==> src/rtl/rat_pkg.sv <==
package rat_pkg;

  localparam int unsigned DEF_NUM_REGS = 8;
  localparam int unsigned DEF_DATA_W   = 32;
  localparam int unsigned DEF_NUM_TAGS = 5;

  // Where a looked-up source operand comes from
  typedef enum logic [1:0] {
    SRC_RF     = 2'd0,
    SRC_BYPASS = 2'd1,
    SRC_WAIT   = 2'd2
  } src_kind_e;

endpackage

==> src/rtl/rat_map_table.sv <==
module rat_map_table #(
  parameter int unsigned NUM_REGS = rat_pkg::DEF_NUM_REGS,
  parameter int unsigned NUM_TAGS = rat_pkg::DEF_NUM_TAGS,
  localparam int unsigned REG_AW  = $clog2(NUM_REGS),
  localparam int unsigned TAG_W   = $clog2(NUM_TAGS + 1)
) (
  input  logic              clk,
  input  logic              rst,
  input  logic              iss_valid,
  input  logic [REG_AW-1:0] iss_src_a,
  input  logic [REG_AW-1:0] iss_src_b,
  input  logic [REG_AW-1:0] iss_dst,
  input  logic [TAG_W-1:0]  iss_tag,
  input  logic              bc_valid,
  input  logic [TAG_W-1:0]  bc_tag,
  output logic [TAG_W-1:0]  map_a,
  output logic [TAG_W-1:0]  map_b,
  output logic              rf_we,
  output logic [REG_AW-1:0] rf_waddr
);

  logic [TAG_W-1:0]    map_q [NUM_REGS];
  logic [NUM_REGS-1:0] match;
  logic [NUM_REGS-1:0] renamed;
  logic                bc_live;

  assign bc_live = bc_valid && (bc_tag != '0);

  // Sources see the mapping before this cycle's rename
  assign map_a = map_q[iss_src_a];
  assign map_b = map_q[iss_src_b];

  genvar gi;
  generate
    for (gi = 0; gi < NUM_REGS; gi++) begin : g_entry
      assign match[gi]   = bc_live && (map_q[gi] == bc_tag);
      assign renamed[gi] = iss_valid && (iss_dst == REG_AW'(gi));

      AST_MATCH_CLEARS: assert property (@(posedge clk) disable iff (rst)
        (match[gi] && !renamed[gi]) |=> (map_q[gi] == '0)) else $error("clear");

      AST_ENTRY_HOLDS: assert property (@(posedge clk) disable iff (rst)
        (!match[gi] && !renamed[gi]) |=> $stable(map_q[gi])) else $error("hold");

      AST_RENAME_TAKES: assert property (@(posedge clk) disable iff (rst)
        renamed[gi] |=> (map_q[gi] == $past(iss_tag))) else $error("rename");

      AST_ISSUE_BEATS_CLEAR: assert property (@(posedge clk) disable iff (rst)
        (renamed[gi] && match[gi]) |=> (map_q[gi] != '0)) else $error("prio");

      AST_RESET_ZERO: assert property (@(posedge clk)
        rst |=> (map_q[gi] == '0)) else $error("reset");
    end
  endgenerate

  // Write port for the guarded register-file update
  always_comb begin
    rf_we    = |match;
    rf_waddr = '0;
    for (int i = 0; i < NUM_REGS; i++) begin
      if (match[i]) rf_waddr = REG_AW'(i);
    end
  end

  always_ff @(posedge clk) begin
    if (rst) begin
      for (int i = 0; i < NUM_REGS; i++) map_q[i] <= '0;
    end else begin
      for (int i = 0; i < NUM_REGS; i++) begin
        if (renamed[i])    map_q[i] <= iss_tag;
        else if (match[i]) map_q[i] <= '0;
      end
    end
  end

  AST_TAG_UNIQUE: assert property (@(posedge clk) disable iff (rst)
    $onehot0(match)) else $error("dup tag");

  AST_ISSUE_TAG_RANGE: assert property (@(posedge clk) disable iff (rst)
    iss_valid |-> (iss_tag != '0 && iss_tag <= TAG_W'(NUM_TAGS))) else $error("tag");

endmodule

==> src/rtl/rat_regfile.sv <==
module rat_regfile #(
  parameter int unsigned NUM_REGS = rat_pkg::DEF_NUM_REGS,
  parameter int unsigned DATA_W   = rat_pkg::DEF_DATA_W,
  parameter int unsigned NUM_RD   = 2,
  localparam int unsigned REG_AW  = $clog2(NUM_REGS)
) (
  input  logic                           clk,
  input  logic                           we,
  input  logic [REG_AW-1:0]              waddr,
  input  logic [DATA_W-1:0]              wdata,
  input  logic [NUM_RD-1:0][REG_AW-1:0]  raddr,
  output logic [NUM_RD-1:0][DATA_W-1:0]  rdata
);

  // No reset: plain synchronous memory with registered reads
  logic [DATA_W-1:0] mem [NUM_REGS];

  always_ff @(posedge clk) begin
    if (we) mem[waddr] <= wdata;
  end

  always_ff @(posedge clk) begin
    for (int p = 0; p < NUM_RD; p++) rdata[p] <= mem[raddr[p]];
  end

endmodule

==> src/rtl/rat_src_stage.sv <==
module rat_src_stage #(
  parameter int unsigned DATA_W   = rat_pkg::DEF_DATA_W,
  parameter int unsigned NUM_TAGS = rat_pkg::DEF_NUM_TAGS,
  localparam int unsigned TAG_W   = $clog2(NUM_TAGS + 1)
) (
  input  logic              clk,
  input  logic              rst,
  input  logic [TAG_W-1:0]  map_tag,
  input  logic              bc_valid,
  input  logic [TAG_W-1:0]  bc_tag,
  input  logic [DATA_W-1:0] bc_data,
  input  logic [DATA_W-1:0] rf_rdata,
  output logic              ready,
  output logic [DATA_W-1:0] value,
  output logic [TAG_W-1:0]  tag
);
  import rat_pkg::*;

  src_kind_e         kind_d, kind_q;
  logic [DATA_W-1:0] byp_q;
  logic [TAG_W-1:0]  tag_q;

  always_comb begin
    if (map_tag == '0)                        kind_d = SRC_RF;
    else if (bc_valid && bc_tag == map_tag)   kind_d = SRC_BYPASS;
    else                                      kind_d = SRC_WAIT;
  end

  always_ff @(posedge clk) begin
    if (rst) begin
      kind_q <= SRC_WAIT;
      byp_q  <= '0;
      tag_q  <= '0;
    end else begin
      kind_q <= kind_d;
      byp_q  <= bc_data;
      tag_q  <= map_tag;
    end
  end

  always_comb begin
    ready = (kind_q != SRC_WAIT);
    tag   = (kind_q == SRC_WAIT) ? tag_q : '0;
    case (kind_q)
      SRC_RF:     value = rf_rdata;
      SRC_BYPASS: value = byp_q;
      default:    value = '0;
    endcase
  end

  AST_BYPASS_HIT: assert property (@(posedge clk) disable iff (rst)
    (bc_valid && map_tag != '0 && bc_tag == map_tag)
      |=> (ready && value == $past(bc_data))) else $error("bypass");

  AST_PENDING_TAG: assert property (@(posedge clk) disable iff (rst)
    (map_tag != '0 && !(bc_valid && bc_tag == map_tag))
      |=> (!ready && tag == $past(map_tag) && value == '0)) else $error("pending");

endmodule

==> src/rtl/fp_rename_table.sv <==
module fp_rename_table #(
  parameter int unsigned NUM_REGS = rat_pkg::DEF_NUM_REGS,
  parameter int unsigned DATA_W   = rat_pkg::DEF_DATA_W,
  parameter int unsigned NUM_TAGS = rat_pkg::DEF_NUM_TAGS,
  localparam int unsigned REG_AW  = $clog2(NUM_REGS),
  localparam int unsigned TAG_W   = $clog2(NUM_TAGS + 1),
  localparam int unsigned NUM_SRC = 2
) (
  input  logic              clk,
  input  logic              rst,
  input  logic              iss_valid,
  input  logic [REG_AW-1:0] iss_src_a,
  input  logic [REG_AW-1:0] iss_src_b,
  input  logic [REG_AW-1:0] iss_dst,
  input  logic [TAG_W-1:0]  iss_tag,
  input  logic              bc_valid,
  input  logic [TAG_W-1:0]  bc_tag,
  input  logic [DATA_W-1:0] bc_data,
  output logic              lk_valid,
  output logic              lk_a_ready,
  output logic [DATA_W-1:0] lk_a_value,
  output logic [TAG_W-1:0]  lk_a_tag,
  output logic              lk_b_ready,
  output logic [DATA_W-1:0] lk_b_value,
  output logic [TAG_W-1:0]  lk_b_tag
);

  logic [TAG_W-1:0]                    map_a, map_b;
  logic                                rf_we;
  logic [REG_AW-1:0]                   rf_waddr;
  logic [NUM_SRC-1:0][REG_AW-1:0]      rd_addr;
  logic [NUM_SRC-1:0][DATA_W-1:0]      rd_data;
  logic [NUM_SRC-1:0][TAG_W-1:0]       src_map;
  logic [NUM_SRC-1:0]                  src_ready;
  logic [NUM_SRC-1:0][DATA_W-1:0]      src_value;
  logic [NUM_SRC-1:0][TAG_W-1:0]       src_tag;

  rat_map_table #(.NUM_REGS(NUM_REGS), .NUM_TAGS(NUM_TAGS)) u_map (
    .clk(clk), .rst(rst),
    .iss_valid(iss_valid), .iss_src_a(iss_src_a), .iss_src_b(iss_src_b),
    .iss_dst(iss_dst), .iss_tag(iss_tag),
    .bc_valid(bc_valid), .bc_tag(bc_tag),
    .map_a(map_a), .map_b(map_b),
    .rf_we(rf_we), .rf_waddr(rf_waddr)
  );

  assign rd_addr[0] = iss_src_a;
  assign rd_addr[1] = iss_src_b;
  assign src_map[0] = map_a;
  assign src_map[1] = map_b;

  rat_regfile #(.NUM_REGS(NUM_REGS), .DATA_W(DATA_W), .NUM_RD(NUM_SRC)) u_rf (
    .clk(clk), .we(rf_we), .waddr(rf_waddr), .wdata(bc_data),
    .raddr(rd_addr), .rdata(rd_data)
  );

  genvar gs;
  generate
    for (gs = 0; gs < NUM_SRC; gs++) begin : g_src
      rat_src_stage #(.DATA_W(DATA_W), .NUM_TAGS(NUM_TAGS)) u_stage (
        .clk(clk), .rst(rst),
        .map_tag(src_map[gs]),
        .bc_valid(bc_valid), .bc_tag(bc_tag), .bc_data(bc_data),
        .rf_rdata(rd_data[gs]),
        .ready(src_ready[gs]), .value(src_value[gs]), .tag(src_tag[gs])
      );
    end
  endgenerate

  always_ff @(posedge clk) begin
    if (rst) lk_valid <= 1'b0;
    else     lk_valid <= iss_valid;
  end

  assign lk_a_ready = src_ready[0];
  assign lk_a_value = src_value[0];
  assign lk_a_tag   = src_tag[0];
  assign lk_b_ready = src_ready[1];
  assign lk_b_value = src_value[1];
  assign lk_b_tag   = src_tag[1];

  AST_VALID_FOLLOWS: assert property (@(posedge clk) disable iff (rst)
    lk_valid == $past(iss_valid)) else $error("valid");

  AST_RESET_QUIET: assert property (@(posedge clk)
    rst |=> !lk_valid) else $error("reset valid");

  AST_READY_NO_TAG: assert property (@(posedge clk) disable iff (rst)
    lk_a_ready |-> (lk_a_tag == '0)) else $error("ready tag");

endmodule

==> config.mk <==
export PLATFORM = sky130hd
export DESIGN_NAME = fp_rename_table
export DESIGN_NICKNAME = d
export VERILOG_FILES = /design/src/rtl/rat_pkg.sv /design/src/rtl/rat_map_table.sv /design/src/rtl/rat_regfile.sv /design/src/rtl/rat_src_stage.sv /design/src/rtl/fp_rename_table.sv
export SDC_FILE = /design/constraint.sdc
export NUM_CORES = 1
export LEC_CHECK = 0
export ABC_CLOCK_PERIOD_IN_PS = 7810
export BUFFER_PORTS_ARGS = -buffer_cell sky130_fd_sc_hd__buf_4
export CAP_MARGIN = 20
export CORE_ASPECT_RATIO = 2
export CORE_MARGIN = 3
export CORE_UTILIZATION = 44
export CTS_BUF_LIST = sky130_fd_sc_hd__clkbuf_2
export DETAILED_ROUTE_END_ITERATION = 16
export PLACE_DENSITY_LB_ADDON = 0.05
export SLEW_MARGIN = 40
export SYNTH_ARGS = -nofsm -noshare
export SYNTH_HDL_FRONTEND = slang
export SYNTH_SLANG_ARGS = --single-unit
==> constraint.sdc <==
create_clock -name clk -period 7.81 [get_ports clk]
set_clock_uncertainty 0.15 [all_clocks]
set_input_delay 0.781 -clock clk [delete_from_list [all_inputs] [get_ports clk]]
set_output_delay 0.781 -clock clk [all_outputs]
set_load 0.05 [all_outputs]
==> impl_results.md <==
* Outcome: completed
* Cell Pwr Density at 221 nW/um^2
* Detail-routed net length per standard cell at 24.9 um
* Kind of cell adding the most delay to the critical path: buffers and inverters
* Worst Hold End: g_src[1].u_stage.kind_q[0]
* Critical path, cell by cell: buf_4 -> mux2i_1 -> nor2_1 -> buf_4
* Cell depth of the worst flop-to-flop path at 6
* H-tree level count at 3
* Clock root buffer: sky130_fd_sc_hd__clkbuf_2
* Largest net degree at the start of global routing at 59
* Register-to-register setup slack at 4.78 ns
* Area of the die at 40600 um^2
* Setup repair after global routing missed its margin: no
* Via-per-instance ratio at 5.57
* Starting DRC count in detailed routing at 414
* Number of flops mapped to enable cells by yosys at 280
* Proportion of layout cells with a drive suffix above 1 at 40.3%
* Clock tree buffer depth at 3
* Detailed Route WL at 42200 um
* Final net count at 1212
* Required arrival time at the worst endpoint at 6.88 ns
* Clock input transition at the sequential cells of the worst setup and hold paths at 0.11 ns
* Total leakage power at 6.81 nW
* Dominant cell by count in the synthesized netlist: sky130_fd_sc_hd__edfxtp_1
* Reg2reg end: u_rf.mem[2][27]
* Number of standard cells after synthesis at 965
* TritonCTS Buffers at 86
* Core footprint at 37400 um^2
* Largest stage delay, worst path at 0.56 ns
* Count of non-filler cells in the finished layout at 1695
* Launch instance of the worst min-delay path: bc_tag[0]
* Reported max-cap violation count at 0
* Count of distinct cell types in the synthesized netlist at 38
* Number of synthesized register bits at 387
* Worst Path Buf+Inv at 2
* Rel. slew slack at 45.9%
* Number of nets with antenna violations after routing at 0
* CP endpoint kind: primary output
* Most frequent cells after synthesis: sky130_fd_sc_hd__edfxtp_1 (280), sky130_fd_sc_hd__mux4_2 (140), sky130_fd_sc_hd__dfxtp_1 (107), sky130_fd_sc_hd__nor2_1 (85), sky130_fd_sc_hd__mux2i_1 (70)
* CTS sink cnt at 387
* Peak VDD IR at 0.000115 V
* Cell count after placement at 1495
* Fraction of the yosys area taken by sequential cells at 62.9%
* Setup Fix Bufs, Post-CTS at 0
* Fmax achieved at 0.275 GHz
* Iteration count of the initial detailed-routing pass at 6
* Total global routing track utilization at 21.1%
* Clock latency reported for the late side of the worst-skew pair at 0.93 ns
* Final setup violation count at 0
* Fill cell total of the finished layout at 3205
* Synth top area share at 50.1%
* Post-CTS sizing at 0
* Largest cells by area after synthesis: sky130_fd_sc_hd__edfxtp_1 (50%), sky130_fd_sc_hd__mux4_2 (19%), sky130_fd_sc_hd__dfxtp_1 (13%)
* Ports placed on the boundary at 124
* Number of placement rows at 100
* Relative area change from synthesis to final layout at 15.7%
* Clock period minus worst slack at 3.63 ns
* Dpl hpwl at 24100 um
* Fraction of the cycle the final worst path needs at 46.5%
* Maximum net fanout on the critical path at 26
* Slowest library cell on the worst path: sky130_fd_sc_hd__buf_4
* Post-synthesis area per instance at 17.4 um^2
* WS Path Type: reg -> out
* Die height at 282 um
* Worst hold path class: in -> reg
* Number of buffers added to fix hold violations after cts at 37
* Initial cell density of the core at 44.8%
* Element type at the critical path start: flip-flop
* Die boundary width at 144 um
* Share of async-settable or async-resettable flops after synthesis at 0%
* Number of antenna violations at the first check in global routing at 2
* Slew at the pin closest to its max-slew limit at 0.812 ns
* CTS tree: built
* DRC violation count after routing at 0
* Worst hold slack after final layout at 0.219 ns
* Signal arrival time at the worst endpoint at 2.70 ns
* Most common flop cell mapped by yosys: sky130_fd_sc_hd__edfxtp_1
* Net count after synthesis at 1016
* Total count of max-transition violations in the final report at 0
* Cell type with the highest occurrence count on the critical path: sky130_fd_sc_hd__buf_4
* Number of warnings printed during yosys synthesis at 0
* Count of buffers inserted at the top-level ports at 123
* Depth of the worst hold-timing path at 4
* Hold Fails Final Rpt at 0
* Aggregate negative setup slack at 0 ns
* End-of-flow core utilization at 51.8%
* Synthesized cell area at 16800 um^2
* Vias after detailed routing at 9445
* Cell taking the most area after synthesis: sky130_fd_sc_hd__edfxtp_1
* First-pass GRT wire length at 62100 um
* Routability-driven placement congestion ratio at 0.802
* Reg2reg start: u_map.map_q[2][1]
* Global route total overflow at 0
* Via count of the first global-routing pass at 10320
==> stage by stage <==
| step | setup WS, ns | power [W] | instance area (um^2) |
|---|---|---|---|
| floorplan | 0.414 | 0.00279 | 16800 |
| global placement | 4.09 | 0.00300 | 18100 |
| detailed placement | 4.28 | 0.00301 | 18200 |
| CTS | 3.97 | 0.00436 | 19400 |
| global route | 4.00 | 0.00450 | 19400 |
| finish | 4.18 | 0.00429 | 19400 |
==> cells in the final DEF, fill, tap and decap left out, types with 35 or more instances in the layout <==
cell type | Yosys | final
sky130_fd_sc_hd__dlygate4sd3_1 | 0 | 37
sky130_fd_sc_hd__buf_4 | 0 | 133
sky130_fd_sc_hd__edfxtp_1 | 280 | 280
sky130_fd_sc_hd__nor2b_1 | 35 | 35
sky130_fd_sc_hd__mux4_2 | 140 | 140
sky130_fd_sc_hd__clkbuf_2 | 0 | 134
sky130_fd_sc_hd__mux2_2 | 64 | 64
sky130_fd_sc_hd__nor2_1 | 85 | 82
sky130_fd_sc_hd__mux2i_1 | 70 | 70
sky130_fd_sc_hd__dfxtp_1 | 107 | 103
==> area by class of cell <==
type / instances / area, um^2 / share of cell area, %
clock inverters: 27 / 183 / 0.942
diodes: 2 / 5.00 / 0.0258
clock buffers: 134 / 671 / 3.46
well taps: 459 / 574 / 2.96
multi-input cells: 508 / 5970 / 30.8
flip-flops and latches: 387 / 10600 / 54.5
repair buffers: 174 / 1410 / 7.29
inverters: 4 / 15.0 / 0.0774
==> power breakdown <==
group | total (W) | switching, W | leakage (nW) | internal (W)
logic | 0.000597 | 0.000350 | 2.70 | 0.000247
registers | 0.00237 | 0.0000651 | 3.46 | 0.00230
clock network | 0.00133 | 0.000774 | 0.644 | 0.000552
total | 0.00429 | 0.00119 | 6.81 | 0.00310
==> how the worst max path moves through the flow <==
| stage | startpoint | to | depth (start not counted) |
|---|---|---|---|
| final | g_src[0].u_stage.kind_q[0] | lk_a_value[13] | 4 |
| after global routing | g_src[0].u_stage.kind_q[0] | lk_a_value[13] | 4 |
| after CTS | g_src[0].u_stage.kind_q[0] | lk_a_value[13] | 4 |
| after detailed placement | bc_tag[1] | u_rf.mem[3][5] | 7 |
| after global placement | bc_tag[0] | u_rf.mem[6][5] | 6 |
| after floorplan | bc_tag[2] | u_rf.mem[3][0] | 6 |
==> worst reg2reg max path: stages, from the launching register on <==
cell and delay [ns]:
sky130_fd_sc_hd__edfxtp_1 0.49, sky130_fd_sc_hd__xor2_1 0.20, sky130_fd_sc_hd__nor3_1 0.33, sky130_fd_sc_hd__o21bai_1 0.12, sky130_fd_sc_hd__a31oi_1 0.45, sky130_fd_sc_hd__nor4b_2 0.30
sky130_fd_sc_hd__buf_4 0.58
==> logic make-up (layout without fill, tap and decap cells) <==
logic type / after synthesis / in the layout / share of synthesized area, %
AO/OA/AOI/OAI: 17 / 17 / 0.716
XOR/XNOR: 30 / 30 / 1.57
buffers and inverters: 70 / 339 / 1.80
flip-flops: 387 / 387 / 62.9
multiplexers: 274 / 274 / 27.3
other: 0 / 2 / 0
AND/OR/NAND/NOR: 187 / 187 / 5.71
==> state kept, by name, indices dropped and copies added, names as in the netlist <==
signal,flops
u_rf.mem,256
g_src.u_stage.kind_q,4
u_rf.rdata,64
u_map.map_q,24
g_src.u_stage.tag_q,6
lk_valid,1
g_src.u_stage.byp_q,32
==> per-layer routing <==
layer,up-vias,GRT usage (%),routed length (um)
met2,235,40.1,23800
met3,73,3.77,1560
met5,-,0,0
met1,4896,23.1,15800
li1,4241,-,-
met4,0,7.81,999
Note: power is estimated with default switching activity, not from simulation.
